<file path="config.mk">
export PLATFORM = sky130hd
export DESIGN_NAME = blit_engine
export DESIGN_NICKNAME = d
export VERILOG_FILES = /design/src/rtl/blit_pkg.sv /design/src/rtl/blit_regs.sv /design/src/rtl/blit_walker.sv /design/src/rtl/blit_seq.sv /design/src/rtl/blit_engine.sv
export SDC_FILE = /design/constraint.sdc
export NUM_CORES = 2
export LEC_CHECK = 0
export CAP_MARGIN = 15
export CELL_PAD_IN_SITES_DETAIL_PLACEMENT = 1
export CELL_PAD_IN_SITES_GLOBAL_PLACEMENT = 1
export CORE_ASPECT_RATIO = 1.75
export CORE_MARGIN = 4
export CORE_UTILIZATION = 51
export CTS_CLUSTER_DIAMETER = 120
export DETAILED_ROUTE_END_ITERATION = 10
export HOLD_SLACK_MARGIN = 0.12
export PLACE_DENSITY = 0.93
export SLEW_MARGIN = 20
export SYNTH_ARGS = -nofsm -noshare
export SYNTH_HDL_FRONTEND = slang
export SYNTH_SLANG_ARGS = --single-unit
</file>
<file path="constraint.sdc">
create_clock -name clk -period 14.89 [get_ports clk]
set_clock_uncertainty 0.1 [all_clocks]
set_input_delay 2.978 -clock clk [delete_from_list [all_inputs] [get_ports clk]]
set_output_delay 2.978 -clock clk [all_outputs]
set_load 0.1 [all_outputs]
</file>
<file path="src/rtl/blit_pkg.sv">
package blit_pkg;

    localparam int unsigned WORD_W   = 32;
    localparam int unsigned XW       = 13;
    localparam int unsigned YW       = 16;
    localparam int unsigned BASE_W   = 26;
    localparam int unsigned HT_W     = 12;
    localparam int unsigned STRIDE_W = HT_W + 1;
    localparam int unsigned FMT_W    = 2;
    localparam int unsigned OP_W     = 5;
    localparam int unsigned AM_W     = 4;

    // field positions
    localparam int unsigned POS_X_LSB   = 16;
    localparam int unsigned CTRL_OP_LSB = 16;
    localparam int unsigned CTRL_REV    = 27;
    localparam int unsigned CTRL_GO     = 31;
    localparam int unsigned MODE_AM_LSB = 16;
    localparam int unsigned MODE_FMT_LSB = 20;

    localparam logic [OP_W-1:0] OP_COPY = 5'd0;
    localparam logic [OP_W-1:0] OP_FILL = 5'd1;

    // register word indices
    localparam int unsigned RIX_SRC_POS  = 0;
    localparam int unsigned RIX_DST_POS  = 1;
    localparam int unsigned RIX_DIM      = 2;
    localparam int unsigned RIX_CTRL     = 3;
    localparam int unsigned RIX_MODE     = 4;
    localparam int unsigned RIX_SRC_BASE = 5;
    localparam int unsigned RIX_DST_BASE = 6;
    localparam int unsigned RIX_FILL     = 7;
    localparam int unsigned RIX_HTOTAL   = 8;

    typedef logic [WORD_W-1:0] word_t;

    typedef struct packed {
        word_t src_pos;
        word_t dst_pos;
        word_t dim;
        word_t ctrl;
        word_t mode;
        word_t src_base;
        word_t dst_base;
        word_t fill;
        word_t htotal;
    } regfile_t;

    typedef enum logic [1:0] {
        ST_IDLE,
        ST_READ,
        ST_WRITE,
        ST_FINISH
    } seq_state_e;

    typedef struct packed {
        logic                is_copy;
        logic                reverse;
        logic                invalid;
        logic [FMT_W-1:0]    fmt;
        logic [XW-1:0]       width;
        logic [YW-1:0]       height;
        logic [XW-1:0]       src_x;
        logic [YW-1:0]       src_y;
        logic [XW-1:0]       dst_x;
        logic [YW-1:0]       dst_y;
        logic [BASE_W-1:0]   src_base;
        logic [BASE_W-1:0]   dst_base;
        logic [STRIDE_W-1:0] stride;
        word_t               fill;
    } job_t;

    // Build an operation descriptor from the register bank and the control word
    // being written in the launch cycle.
    function automatic job_t decode_job(regfile_t r, word_t ctrl);
        job_t j;
        logic [OP_W-1:0] op;
        op        = ctrl[CTRL_OP_LSB +: OP_W];
        j.is_copy = (op == OP_COPY);
        j.reverse = ctrl[CTRL_REV];
        j.fmt     = r.mode[MODE_FMT_LSB +: FMT_W];
        j.invalid = (r.mode[MODE_AM_LSB +: AM_W] != '0) || (j.fmt == 2'd3) || (op > OP_FILL);
        j.width   = r.dim[POS_X_LSB +: XW];
        j.height  = r.dim[YW-1:0];
        j.src_x   = r.src_pos[POS_X_LSB +: XW];
        j.src_y   = r.src_pos[YW-1:0];
        j.dst_x   = r.dst_pos[POS_X_LSB +: XW];
        j.dst_y   = r.dst_pos[YW-1:0];
        j.src_base = r.src_base[BASE_W-1:0];
        j.dst_base = r.dst_base[BASE_W-1:0];
        j.stride  = {1'b0, r.htotal[HT_W-1:0]} + STRIDE_W'(1);
        j.fill    = r.fill;
        return j;
    endfunction

    // Keep only the bytes that belong to one pixel of the given size code.
    function automatic word_t fit_pixel(word_t v, logic [FMT_W-1:0] fmt);
        word_t res;
        case (fmt)
            2'd0:    res = {24'd0, v[7:0]};
            2'd1:    res = {16'd0, v[15:0]};
            default: res = v;
        endcase
        return res;
    endfunction

endpackage

</file>
<file path="src/rtl/blit_regs.sv">
module blit_regs
    import blit_pkg::*;
#(
    parameter int unsigned REG_AW        = 7,
    parameter int unsigned REG_WIN_BYTES = 84
) (
    input  logic              clk,
    input  logic              rst,
    input  logic              wr,
    input  logic [REG_AW-1:0] addr,
    input  word_t             wdata,
    input  logic              active,
    input  logic              busy,
    input  logic              err,
    output word_t             rdata,
    output regfile_t          regs,
    output logic              launch
);

    localparam int unsigned WIN_WORDS = REG_WIN_BYTES / 4;
    localparam int unsigned IDX_W     = REG_AW - 2;

    logic [IDX_W-1:0] word_idx;
    logic             aligned;
    logic             in_win;
    logic             wr_ok;

    always_comb begin
        word_idx = addr[REG_AW-1:2];
        aligned  = (addr[1:0] == 2'b00);
        in_win   = (int'(word_idx) < WIN_WORDS);
        wr_ok    = wr && aligned && in_win && !active;
        launch   = wr_ok && (int'(word_idx) == RIX_CTRL) && wdata[CTRL_GO];
    end

    always_ff @(posedge clk) begin
        if (rst) begin
            regs <= '0;
        end else if (wr_ok) begin
            case (int'(word_idx))
                RIX_SRC_POS:  regs.src_pos  <= wdata;
                RIX_DST_POS:  regs.dst_pos  <= wdata;
                RIX_DIM:      regs.dim      <= wdata;
                RIX_CTRL:     regs.ctrl     <= {2'b00, wdata[29:0]};
                RIX_MODE:     regs.mode     <= wdata;
                RIX_SRC_BASE: regs.src_base <= wdata;
                RIX_DST_BASE: regs.dst_base <= wdata;
                RIX_FILL:     regs.fill     <= wdata;
                RIX_HTOTAL:   regs.htotal   <= wdata;
                default: ;
            endcase
        end
    end

    always_comb begin
        rdata = '0;
        if (aligned) begin
            case (int'(word_idx))
                RIX_SRC_POS:  rdata = regs.src_pos;
                RIX_DST_POS:  rdata = regs.dst_pos;
                RIX_DIM:      rdata = regs.dim;
                RIX_CTRL:     rdata = {busy, err, regs.ctrl[29:0]};
                RIX_MODE:     rdata = regs.mode;
                RIX_SRC_BASE: rdata = regs.src_base;
                RIX_DST_BASE: rdata = regs.dst_base;
                RIX_FILL:     rdata = regs.fill;
                RIX_HTOTAL:   rdata = regs.htotal;
                default:      rdata = '0;
            endcase
        end
    end

endmodule

</file>
<file path="src/rtl/blit_walker.sv">
module blit_walker
    import blit_pkg::*;
#(
    parameter int unsigned ADDR_W = 32
) (
    input  logic                clk,
    input  logic                rst,
    input  logic                load,
    input  logic [BASE_W-1:0]   base,
    input  logic [XW-1:0]       x0,
    input  logic [YW-1:0]       y0,
    input  logic [STRIDE_W-1:0] stride,
    input  logic [FMT_W-1:0]    fmt,
    input  logic                reverse,
    input  logic                step_col,
    input  logic                step_row,
    output logic [ADDR_W-1:0]   addr
);

    logic [ADDR_W-1:0] start_a;
    logic [ADDR_W-1:0] row_q;
    logic [ADDR_W-1:0] pix_q;
    logic [ADDR_W-1:0] row_step_q;
    logic [ADDR_W-1:0] pix_step_q;
    logic              rev_q;
    logic [ADDR_W-1:0] row_nxt;
    logic [ADDR_W-1:0] pix_nxt;

    // One multiply per operation, at load time only.
    always_comb begin
        start_a = ADDR_W'(base)
                + ((ADDR_W'(y0) * ADDR_W'(stride) + ADDR_W'(x0)) << fmt);
        row_nxt = rev_q ? (row_q - row_step_q) : (row_q + row_step_q);
        pix_nxt = rev_q ? (pix_q - pix_step_q) : (pix_q + pix_step_q);
    end

    always_ff @(posedge clk) begin
        if (rst) begin
            row_q      <= '0;
            pix_q      <= '0;
            row_step_q <= '0;
            pix_step_q <= '0;
            rev_q      <= 1'b0;
        end else if (load) begin
            row_q      <= start_a;
            pix_q      <= start_a;
            row_step_q <= ADDR_W'(stride) << fmt;
            pix_step_q <= ADDR_W'(1) << fmt;
            rev_q      <= reverse;
        end else if (step_row) begin
            row_q <= row_nxt;
            pix_q <= row_nxt;
        end else if (step_col) begin
            pix_q <= pix_nxt;
        end
    end

    assign addr = pix_q;

endmodule

</file>
<file path="src/rtl/blit_seq.sv">
module blit_seq
    import blit_pkg::*;
(
    input  logic          clk,
    input  logic          rst,
    input  logic          launch,
    input  logic          invalid,
    input  logic          copy_in,
    input  logic [XW-1:0] width,
    input  logic [YW-1:0] height,
    input  logic          mem_ack,
    output seq_state_e    state,
    output logic          is_copy,
    output logic          load,
    output logic          step_col,
    output logic          step_row,
    output logic          err
);

    seq_state_e    state_q;
    logic [XW-1:0] w_q;
    logic [XW-1:0] col_q;
    logic [YW-1:0] h_q;
    logic [YW-1:0] row_q;
    logic          copy_q;
    logic          err_q;
    logic          last_col;
    logic          last_row;
    logic          wr_done;

    always_comb begin
        last_col = (col_q == w_q - XW'(1));
        last_row = (row_q == h_q - YW'(1));
        wr_done  = (state_q == ST_WRITE) && mem_ack;
        load     = (state_q == ST_IDLE) && launch;
        step_col = wr_done && !last_col;
        step_row = wr_done && last_col && !last_row;
    end

    always_ff @(posedge clk) begin
        if (rst) begin
            state_q <= ST_IDLE;
            w_q     <= '0;
            h_q     <= '0;
            col_q   <= '0;
            row_q   <= '0;
            copy_q  <= 1'b0;
            err_q   <= 1'b0;
        end else begin
            case (state_q)
                ST_IDLE: begin
                    if (launch) begin
                        w_q    <= width;
                        h_q    <= height;
                        copy_q <= copy_in;
                        col_q  <= '0;
                        row_q  <= '0;
                        err_q  <= invalid;
                        if (invalid || (width == '0) || (height == '0)) begin
                            state_q <= ST_FINISH;
                        end else begin
                            state_q <= copy_in ? ST_READ : ST_WRITE;
                        end
                    end
                end
                ST_READ: begin
                    if (mem_ack) begin
                        state_q <= ST_WRITE;
                    end
                end
                ST_WRITE: begin
                    if (mem_ack) begin
                        if (last_col) begin
                            col_q <= '0;
                            if (last_row) begin
                                state_q <= ST_FINISH;
                            end else begin
                                row_q   <= row_q + YW'(1);
                                state_q <= copy_q ? ST_READ : ST_WRITE;
                            end
                        end else begin
                            col_q   <= col_q + XW'(1);
                            state_q <= copy_q ? ST_READ : ST_WRITE;
                        end
                    end
                end
                default: begin
                    state_q <= ST_IDLE;
                end
            endcase
        end
    end

    assign state   = state_q;
    assign is_copy = copy_q;
    assign err     = err_q;

endmodule

</file>
<file path="src/rtl/blit_engine.sv">
module blit_engine
    import blit_pkg::*;
#(
    parameter int unsigned ADDR_W        = 32,
    parameter int unsigned REG_WIN_BYTES = 84,
    parameter int unsigned REG_AW        = $clog2(REG_WIN_BYTES)
) (
    input  logic              clk,
    input  logic              rst,
    input  logic              reg_wr,
    input  logic [REG_AW-1:0] reg_addr,
    input  logic [31:0]       reg_wdata,
    output logic [31:0]       reg_rdata,
    output logic              mem_req,
    output logic              mem_we,
    output logic [ADDR_W-1:0] mem_addr,
    output logic [1:0]        mem_size,
    output logic [31:0]       mem_wdata,
    input  logic [31:0]       mem_rdata,
    input  logic              mem_ack,
    output logic              busy,
    output logic              done,
    output logic              err
);

    localparam int unsigned NUM_CH = 2;   // 0 = source, 1 = destination

    regfile_t          regs;
    job_t              job_now;
    seq_state_e        state;
    logic              launch;
    logic              active;
    logic              seq_load;
    logic              step_col;
    logic              step_row;
    logic              is_copy;
    logic [ADDR_W-1:0] ch_addr [NUM_CH];
    logic [FMT_W-1:0]  fmt_q;
    word_t             fill_q;
    word_t             pix_q;

    assign active  = (state != ST_IDLE);
    assign busy    = (state == ST_READ) || (state == ST_WRITE);
    assign done    = (state == ST_FINISH);
    assign job_now = decode_job(regs, reg_wdata);

    blit_regs #(
        .REG_AW       (REG_AW),
        .REG_WIN_BYTES(REG_WIN_BYTES)
    ) regs_i (
        .clk   (clk),
        .rst   (rst),
        .wr    (reg_wr),
        .addr  (reg_addr),
        .wdata (reg_wdata),
        .active(active),
        .busy  (busy),
        .err   (err),
        .rdata (reg_rdata),
        .regs  (regs),
        .launch(launch)
    );

    blit_seq seq_i (
        .clk     (clk),
        .rst     (rst),
        .launch  (launch),
        .invalid (job_now.invalid),
        .copy_in (job_now.is_copy),
        .width   (job_now.width),
        .height  (job_now.height),
        .mem_ack (mem_ack),
        .state   (state),
        .is_copy (is_copy),
        .load    (seq_load),
        .step_col(step_col),
        .step_row(step_row),
        .err     (err)
    );

    for (genvar ch = 0; ch < NUM_CH; ch++) begin : g_walk
        blit_walker #(
            .ADDR_W(ADDR_W)
        ) walk_i (
            .clk     (clk),
            .rst     (rst),
            .load    (seq_load),
            .base    ((ch == 0) ? job_now.src_base : job_now.dst_base),
            .x0      ((ch == 0) ? job_now.src_x : job_now.dst_x),
            .y0      ((ch == 0) ? job_now.src_y : job_now.dst_y),
            .stride  (job_now.stride),
            .fmt     (job_now.fmt),
            .reverse (job_now.reverse),
            .step_col(step_col),
            .step_row(step_row),
            .addr    (ch_addr[ch])
        );
    end

    always_ff @(posedge clk) begin
        if (rst) begin
            fmt_q  <= '0;
            fill_q <= '0;
            pix_q  <= '0;
        end else begin
            if (seq_load) begin
                fmt_q  <= job_now.fmt;
                fill_q <= job_now.fill;
            end
            if ((state == ST_READ) && mem_ack) begin
                pix_q <= fit_pixel(mem_rdata, fmt_q);
            end
        end
    end

    always_comb begin
        mem_req   = busy;
        mem_we    = (state == ST_WRITE);
        mem_addr  = (state == ST_READ) ? ch_addr[0] : ch_addr[1];
        mem_size  = fmt_q;
        mem_wdata = is_copy ? pix_q : fit_pixel(fill_q, fmt_q);
    end

endmodule

</file>
==> reports/summary.txt <==
CP delay by family, top = adder cells
ratio of final minimum period to clock period = 0.746
Final WS setup = 3.79 ns
Hold Path Class = reg -> reg
Synth area leader = dfxtp_1
H-tree depth = 2
vias in the first global route = 53600
# rows = 152
Avg Cell Area, Syn = 7.81 um^2
placed instance area = 52900 um^2
critical path endpoint category = flip-flop
Final min period = 11.10 ns
Leakage = 23.0 nW
die width = 245 um
Die Ht = 423 um
share of cells above drive strength 1 = 0.0481
top post-synthesis cells by area = dfxtp_1 22%, fa_1 13%, ha_1 9.8%
Final Max Slew Viols = 0
Final HPWL DP = 159000 um
first-pass GRT wire length = 318000 um
CTS resizes = 0
Synth Register Bits = 563
via count = 49800
Setup Slack @ Placement = 3.93 ns
Reg clk slew, reported paths = 0.07 ns
max_slew headroom = 0.171
maximum vdd ir drop = 0.0975 mV
1st-iter DRT viols = 4672
Crit path top cell by count = fa_1
Crit path arrival time = 11.57 ns
area delta synth->final = 9.05%
WHS = 0.355 ns
largest net degree at the start of global routing = 231
gr usage total = 0.396
CTS tree = built
Ys Warns = 0
WL per Instance = 27.5 um
area of the die = 104000 um^2
most common cell in the synthesized netlist = nand2_1
TritonCTS Buffers = 52
post-route insts no fill = 7693
Final Hold Vio Count = 0
Mapped Area = 50300 um^2
Core Util, Final = 0.560
Cells after DPL = 7592
startpoint types = flip-flop
clock root buffer = clkbuf_16
Port-buffer cells = 177
PwrDens = 84.9 nW/um^2
fmax = 90.1 MHz
clock sinks = 563
Worst Path Required = 15.36 ns
list of most frequent post-synthesis cells = 1303 x nand2_1, 731 x a21oi_1, 563 x dfxtp_1
synthesized net count = 7239
Detail Route Antenna Nets = 0
Initial Utilization = 0.513
critical path type = reg -> reg
post-route cell area = 54800 um^2
final setup vio count = 0
drt first pass iters = 8
max_cap viols = 0
Slew @ Worst Pin = 1.24 ns
GRT overflow = 0
register area share after synthesis = 0.224
cts hold-fix bufs = 0
Post-CTS Setup Bufs = 0
synthesized instance count = 6437
Max clock buf depth = 3
RSZ-0062 raised after global routing = no
NumNets Final = 7139
latest clock arrival within the worst-skew pair = 0.67 ns
drt total wl = 212000 um
count of cell types in the netlist = 98
async set-reset flop share out of synthesis = 0
core box area = 97900 um^2
Routability Congestion = 1.01
CP Max Fanout = 35
status = completed
routed vias/inst = 6.47
max incr delay on CP = 0.51 ns
DRC = 0
Ports = 178
top cell type's share of synthesized area = 0.224
Crit-path slowest cell = fa_1
setup TNS = 0 ns
crit path buf inv count = 5
initial antenna violation count = 9
top_reg_cell synth = dfxtp_1
Total Power = 4.65 mW
number of synthesized flops with an enable pin = 0
[cell families after synthesis]
family / count (synthesis) / share of synthesized area
buffers and inverters: 854 / 0.0648
flip-flops: 563 / 0.224
AND/OR/NAND/NOR: 2262 / 0.199
adder cells (fa/ha/maj): 727 / 0.231
AO/OA/AOI/OAI: 1592 / 0.198
multiplexers: 139 / 0.0309
XOR/XNOR: 300 / 0.0526
[area by class of cell]
cell class,instances,area (um^2)
fill,12000,43100
multi-input combinational,5020,35900
sequential,563,11300
timing repair buffer,260,2410
inverter,440,1650
tap,1309,1640
clock buffer,74,1530
clock inverter,21,380
antenna,6,15.0
[routing by layer]
layer	track usage	share of wire	vias to the layer above
li1	-	-	21700
met1	0.418	0.34	24800
met2	0.671	0.47	2353
met3	0.0770	0.074	955
met4	0.340	0.11	6
met5	0	0.00021	-
[worst reg2reg max path, delay by kind of cell, from the launching register on]
family          cells  cell delay [ns]
compound gates     11             2.90
xor+xnor            1             0.15
fa+ha+maj           9             3.82
buf+inv             5             0.82
flops               1             0.36
mux                 2             0.32
simple gates       13             2.53
[cells in the final DEF (no fill, tap or decap), types with 52 or more instances in the layout]
cell             Yosys  layout
nand2_1           1303    1301
a21oi_1            731     730
dfxtp_1            563     560
inv_1              438     437
ha_1               393     392
fa_1               334     334
nor2_1             330     326
and2_1             200     195
o21ai_0            191     191
xnor2_1            182     179
clkdlybuf4s50_1      0     176
xor2_1             117     110
a211oi_1           100     100
a21o_1              92      92
mux2i_1             82      82
nor3_1              86      82
buf_4                3      82
nand3_1             78      78
a31oi_1             72      72
a22oi_1             54      54
clkbuf_16            0      52
[power by group]
part	switching (mW)	internal, mW
clock	0.669	0.863
combinational	0.951	0.589
sequential	0.0411	1.54
total	1.66	2.99
[flip-flops by register name (all words and copies together), names as in the netlist]
| signal | count |
|---|---|
| fill_q | 32 |
| seq_i.row_q | 16 |
| g_walk.walk_i.row_step_q | 16 |
| g_walk.walk_i.rev_q | 1 |
| mem_size | 2 |
| seq_i.is_copy | 1 |
| pix_q | 32 |
| seq_i.col_q | 13 |
| seq_i.err | 1 |
| seq_i.h_q | 16 |
| g_walk.walk_i.addr | 64 |
| regs_i.regs | 286 |
| seq_i.state | 2 |
| g_walk.walk_i.pix_step_q | 4 |
| g_walk.walk_i.row_q | 64 |
| seq_i.w_q | 13 |
[final timing paths]
path         slack (ns)  cells past startpoint                                     end                   startpoint
max reg2reg        3.79                     41  g_walk[0].walk_i.addr[31]$_SDFFE_PP0P_  regs_i.regs[0]$_SDFFE_PP0P_
min                0.36                      2                  pix_q[17]$_SDFFE_PP0P_       pix_q[17]$_SDFFE_PP0P_
max                3.79                     41  g_walk[0].walk_i.addr[31]$_SDFFE_PP0P_  regs_i.regs[0]$_SDFFE_PP0P_
min reg2reg        0.36                      2                  pix_q[17]$_SDFFE_PP0P_       pix_q[17]$_SDFFE_PP0P_
Note: power is estimated with default switching activity, not from simulation.
